### config.mk
export PLATFORM = sky130hd
export DESIGN_NAME = sha2_sigma_vec
export DESIGN_NICKNAME = d
export VERILOG_FILES = /design/src/rtl/sha2_sigma_pkg.sv /design/src/rtl/sha2_sigma_lane.sv /design/src/rtl/sha2_sigma_stage.sv /design/src/rtl/sha2_sigma_vec.sv
export SDC_FILE = /design/constraint.sdc
export NUM_CORES = 1
export LEC_CHECK = 0
export BUFFER_PORTS_ARGS = -buffer_cell sky130_fd_sc_hd__buf_2
export CORE_MARGIN = 5
export CORE_UTILIZATION = 50
export DETAILED_ROUTE_END_ITERATION = 8
export GPL_TIMING_DRIVEN = 0
export PLACE_DENSITY = 0.76
export SLEW_MARGIN = 20
export SYNTH_ARGS = -nofsm -noshare
export SYNTH_HDL_FRONTEND = slang
export SYNTH_SLANG_ARGS = --single-unit
### constraint.sdc
create_clock -name clk -period 9.4 [get_ports clk]
set_input_delay 1.41 -clock clk [delete_from_list [all_inputs] [get_ports clk]]
set_output_delay 1.41 -clock clk [all_outputs]
set_load 0.05 [all_outputs]
### src/rtl/sha2_sigma_pkg.sv
package sha2_sigma_pkg;

    localparam int unsigned WORD_W = 32;
    localparam int unsigned AMT_W  = $clog2(WORD_W);

    typedef logic [WORD_W-1:0] word_t;

    // {kind, selector} forms the function code
    typedef enum logic [1:0] {
        SIG_MSG0 = 2'b00,
        SIG_MSG1 = 2'b01,
        SIG_CMP0 = 2'b10,
        SIG_CMP1 = 2'b11
    } sig_fn_e;

    // Per-function term amounts; last term is a rotate or a zero-fill shift
    typedef struct packed {
        logic [AMT_W-1:0] r_a;
        logic [AMT_W-1:0] r_b;
        logic [AMT_W-1:0] t_c;
        logic             c_is_rot;
    } term_plan_t;

    localparam term_plan_t PLAN_MSG0 = '{r_a: 5'd7,  r_b: 5'd18, t_c: 5'd3,  c_is_rot: 1'b0};
    localparam term_plan_t PLAN_MSG1 = '{r_a: 5'd17, r_b: 5'd19, t_c: 5'd10, c_is_rot: 1'b0};
    localparam term_plan_t PLAN_CMP0 = '{r_a: 5'd2,  r_b: 5'd13, t_c: 5'd22, c_is_rot: 1'b1};
    localparam term_plan_t PLAN_CMP1 = '{r_a: 5'd6,  r_b: 5'd11, t_c: 5'd25, c_is_rot: 1'b1};

    function automatic word_t rotr(input word_t w, input logic [AMT_W-1:0] n);
        logic [2*WORD_W-1:0] dbl;
        dbl = {w, w} >> n;
        return dbl[WORD_W-1:0];
    endfunction

    // Used with constant plans only, so every shift reduces to wiring
    function automatic word_t apply_plan(input word_t w, input term_plan_t p);
        word_t third;
        third = p.c_is_rot ? rotr(w, p.t_c) : (w >> p.t_c);
        return rotr(w, p.r_a) ^ rotr(w, p.r_b) ^ third;
    endfunction

endpackage

### src/rtl/sha2_sigma_lane.sv
module sha2_sigma_lane
    import sha2_sigma_pkg::*;
(
    input  sig_fn_e fn,
    input  word_t   din,
    output word_t   dout
);

    localparam int unsigned NFN = 4;

    word_t cand [NFN];

    // All four functions computed in parallel on fixed wiring
    assign cand[SIG_MSG0] = apply_plan(din, PLAN_MSG0);
    assign cand[SIG_MSG1] = apply_plan(din, PLAN_MSG1);
    assign cand[SIG_CMP0] = apply_plan(din, PLAN_CMP0);
    assign cand[SIG_CMP1] = apply_plan(din, PLAN_CMP1);

    always_comb begin
        dout = cand[fn];
    end

endmodule

### src/rtl/sha2_sigma_stage.sv
module sha2_sigma_stage #(
    parameter int unsigned VEC_W = 128
) (
    input  logic             clk,
    input  logic             rst,
    input  logic             take,
    input  logic             refuse,
    input  logic [VEC_W-1:0] din,
    output logic             q_valid,
    output logic             q_unavail,
    output logic [VEC_W-1:0] q_data
);

    always_ff @(posedge clk) begin
        if (rst) begin
            q_valid   <= 1'b0;
            q_unavail <= 1'b0;
        end else begin
            q_valid   <= take;
            q_unavail <= refuse;
        end
    end

    // Data register loads only on accepted work
    always_ff @(posedge clk) begin
        if (take) begin
            q_data <= din;
        end
    end


    flags_exclusive_chk: assert property (@(posedge clk) disable iff (rst)
        !(q_valid && q_unavail));


    reset_clears_chk: assert property (@(posedge clk)
        rst |=> (!q_valid && !q_unavail));

endmodule

### src/rtl/sha2_sigma_vec.sv
module sha2_sigma_vec
    import sha2_sigma_pkg::*;
#(
    parameter int unsigned LANES = 4
) (
    input  logic                      clk,
    input  logic                      rst,
    input  logic                      in_valid,
    input  logic [LANES*WORD_W-1:0]   in_vec,
    input  logic                      in_kind,
    input  logic [LANES-1:0]          in_sel,
    input  logic                      vec_en,
    output logic                      out_valid,
    output logic [LANES*WORD_W-1:0]   out_vec,
    output logic                      out_unavail
);

    localparam int unsigned VEC_W = LANES * WORD_W;

    logic             issue_ok;
    logic             issue_refused;
    logic [VEC_W-1:0] lane_bus;

    assign issue_ok      = in_valid && vec_en;
    assign issue_refused = in_valid && !vec_en;

    // Lane 0 sits in the most significant word
    for (genvar i = 0; i < LANES; i++) begin : g_lane
        localparam int unsigned HI = VEC_W - 1 - i * WORD_W;
        sig_fn_e lane_fn;
        assign lane_fn = sig_fn_e'({in_kind, in_sel[i]});

        sha2_sigma_lane u_lane (
            .fn   (lane_fn),
            .din  (in_vec[HI -: WORD_W]),
            .dout (lane_bus[HI -: WORD_W])
        );
    end

    sha2_sigma_stage #(.VEC_W(VEC_W)) u_stage (
        .clk       (clk),
        .rst       (rst),
        .take      (issue_ok),
        .refuse    (issue_refused),
        .din       (lane_bus),
        .q_valid   (out_valid),
        .q_unavail (out_unavail),
        .q_data    (out_vec)
    );


    accept_to_valid_chk: assert property (@(posedge clk) disable iff (rst)
        (in_valid && vec_en) |=> (out_valid && !out_unavail));


    refuse_to_unavail_chk: assert property (@(posedge clk) disable iff (rst)
        (in_valid && !vec_en) |=> (out_unavail && !out_valid));


    idle_quiet_chk: assert property (@(posedge clk) disable iff (rst)
        !in_valid |=> (!out_valid && !out_unavail));

endmodule

==> out/metrics.csv <==
stage,metric,value,unit
worst_setup_path,CP arrival,3.21,ns
clocking,H-Tree Depth,4,
sta,Final Cycle Share,32.2,%
logic_synthesis,Post-synth EDFFs,128,
global_route,first-pass GRT wire length,86800,µm
power,Power per Cell Area,131,nW/µm²
power,Pleak,9.87,nW
final_layout,Nets,1788,
die,Die Height,199,µm
clocking,TritonCTS clock tree,built,
sta,Fin Hold WS,1.13,ns
placed_design,PortBufs,212,
routing,initial DRC count,1717,
routing,vias,13400,
power,maximum vdd ir drop,0.128,mV
sta,Worst Max-Slew Pin Slew,0.685,ns
routing,wire per inst,28.0,µm
hold_path,Hold Path Sink,u_stage.q_unavail,
final_layout,Ant. Diodes,0,
routing,detailed-router iteration count before antenna repair,6,
clocking,Root Buffer,clkbuf_16,
final_layout,most frequent cells in the layout,"buf_2 (290), xnor3_1 (248), xnor2_1 (239)",
worst_setup_path,slowest cell delay on critical path,0.49,ns
sta,TNS Setup,0,ns
sta,unrepaired setup endpoints after global routing,false,
global_route,antenna violations before repair,0,
routing,drt via density,6.30,
sta,min Tclk post-route,3.03,ns
routing,aggregate routed wire length,59500,µm
clocking,clk buf depth,2,
placed_design,Placer Congestion,0.932,
final_layout,share of post-route cells with drive strength above 1,26.4,%
clocking,clk slew on worst S/H paths,0.06,ns
clocking,number of gates resized after CTS,0,
routing,Routed Antenna Nets,0,
routing,# DRC,0,
worst_setup_path,Worst Path Required,9.59,ns
final_layout,"most common cell after layout, fill and taps aside",buf_2,
logic_synthesis,post-synth cell types,45,
logic_synthesis,Mapped Nets,1555,
die,initial core utilization,50.3,%
worst_setup_path,WS Path Type,in2reg,
logic_synthesis,Syn Inst Count,1418,
logic_synthesis,yosys warns,0,
global_route,vias in the first global route,13500,
clocking,setup bufs post-CTS,0,
die,Die Span X,199,µm
clocking,CTS Buf Count,17,
worst_setup_path,slowest CP cell,a221oi_1,
die,Ports,267,
worst_setup_path,CP Max Fanout,10,
global_route,gr ovfl total,0,
global_route,Total GRT Usage,29.5,%
sta,final setup violation count,0,
worst_setup_path,crit path cell chain,buf_2 -> buf_4 -> buf_2 -> buf_2 -> a21oi_1 -> a221oi_1,
worst_setup_path,"most used cell, CP",buf_2,
hold_path,Worst Min Path Start,rst,
placed_design,Placed Instances,2093,
sta,worst rel slew slack,54.2,%
hold_path,Min-Delay Path Depth,2,
logic_synthesis,#FFs+latches synth,130,
final_layout,fin cells,2125,
worst_setup_path,CP Capture Type,register,
worst_setup_path,Critical Path Start Type,primary input,
logic_synthesis,"Primary FF master, synth",edfxtp_1,
placed_design,hpwl dp,40500,µm
clocking,CTS Hold Bufs,0,
sta,Final Hold Fails,0,
sta,final slew viol count,0,
final_layout,Layout fillers,2931,
final_layout,synth-to-layout area growth,12.5,%
sta,Max Fclk,330,MHz
logic_synthesis,Avg Synthesized Cell Area,12.6,µm²
logic_synthesis,"Seq/Total Area, Yosys",21.8,%
clocking,clock net sink count,130,
status,status,completed,
job,# Max-Cap Violations,0,
logic_synthesis,Post-synth ARST share,0,%
die,Core ar.,35400,µm²
global_route,pin count of the biggest net entering global routing,49,
die,# rows,69,
power,Pwr Total,2.63,mW
die,die area,39500,µm²
logic_synthesis,Syn Std Cell Area,17800,µm²
hold_path,worst min path class,in2reg,
==> registers in the layout, summed over array words and instances, names as in the netlist <==
signal	flops
u_stage.q_data	128
u_stage.q_unavail	1
u_stage.q_valid	1
==> cells by family (layout without fill, tap and decap cells) <==
| kind of cell | after synthesis | in the layout | synth area share (%) |
|---|---|---|---|
| compound gates | 255 | 255 | 11.8 |
| flops | 130 | 130 | 21.8 |
| buf+inv | 191 | 437 | 6.66 |
| mux | 85 | 85 | 4.90 |
| xor+xnor | 579 | 579 | 49.2 |
| simple gates | 178 | 178 | 5.56 |
==> synthesized netlist by cell type (2+ instances only) <==
master,count,area [µm²]
clkbuf_1,17,63.8
o211a_1,85,851
and3b_1,11,96.3
or2_0,4,25.0
a21oi_1,36,180
nor3b_1,15,113
nand2b_1,15,93.8
buf_6,8,90.1
nor2_1,26,97.6
nor2_2,2,12.5
a22o_1,6,52.6
mux2_2,18,203
a22oi_1,88,661
and2_1,5,31.3
nand3b_1,10,75.1
or2_2,5,31.3
a221oi_2,3,45.0
o22ai_1,5,31.3
dfxtp_1,2,40.0
buf_4,83,623
xor2_1,73,639
xnor3_1,248,5590
edfxtp_1,128,3840
nand3_1,8,40.0
a21boi_0,2,15.0
or3b_1,2,17.5
xor3_1,19,452
a221oi_1,16,140
nor3_1,7,35.0
inv_1,2,7.51
buf_2,78,390
or2_1,3,18.8
xnor2_1,239,2090
a221o_1,11,110
and3_1,4,25.0
nand2_1,43,161
mux2i_1,67,671
buf_1,2,7.51
nor2b_1,16,100
==> metrics by stage <==
step / setup WS, ns / utilization [%] / area, µm²
2_1_floorplan: 4.56 / - / 17800
3_3_place_gp: 3.02 / 55.0 / 19500
3_5_place_dp: 5.89 / 55.1 / 19500
5_1_grt: 6.24 / 56.6 / 20000
4_1_cts: 6.36 / 56.6 / 20000
6_report: 6.37 / 56.6 / 20000
==> worst max path at each step <==
stage | endpoint | cells after the start | start | slack, ns
floorplan | u_stage.q_data[0] | 1 | in_valid | 4.56
global placement | u_stage.q_data[116] | 2 | vec_en | 3.02
detailed placement | u_stage.q_data[70] | 6 | in_kind | 5.89
CTS | u_stage.q_data[70] | 6 | in_kind | 6.36
global route | u_stage.q_data[24] | 6 | in_kind | 6.24
finish | u_stage.q_data[24] | 6 | in_kind | 6.37
==> power by group <==
part           switching [mW]  internal [mW]
logic                   0.676          0.568
registers              0.0151          0.717
clock network           0.282          0.368
total                   0.973           1.65
==> area by class of cell <==
class / instances / area (µm²) / share of cell area [%]
buffer: 189 / 1180 / 5.89
clock buffer: 25 / 465 / 2.32
clock inverter: 7 / 60.1 / 0.300
inverter: 2 / 7.51 / 0.0375
multi-input combinational: 1097 / 12700 / 63.6
sequential: 130 / 3880 / 19.4
tap: 461 / 577 / 2.88
timing repair buffer: 214 / 1120 / 5.57
==> critical path, delay by kind of cell <==
kind	cells	cell delay, ns
compound gates	2	0.57
buf+inv	4	1.22
==> layer usage <==
metal  up-vias  routed length [µm]  GRT usage, %
li1       5603                   -             -
met1      6611               23300          40.2
met2      1007               27400          46.3
met3       176                6620          6.23
met4         0                2270          11.9
met5         -                   0             0
Note: power is estimated with default switching activity, not from simulation.
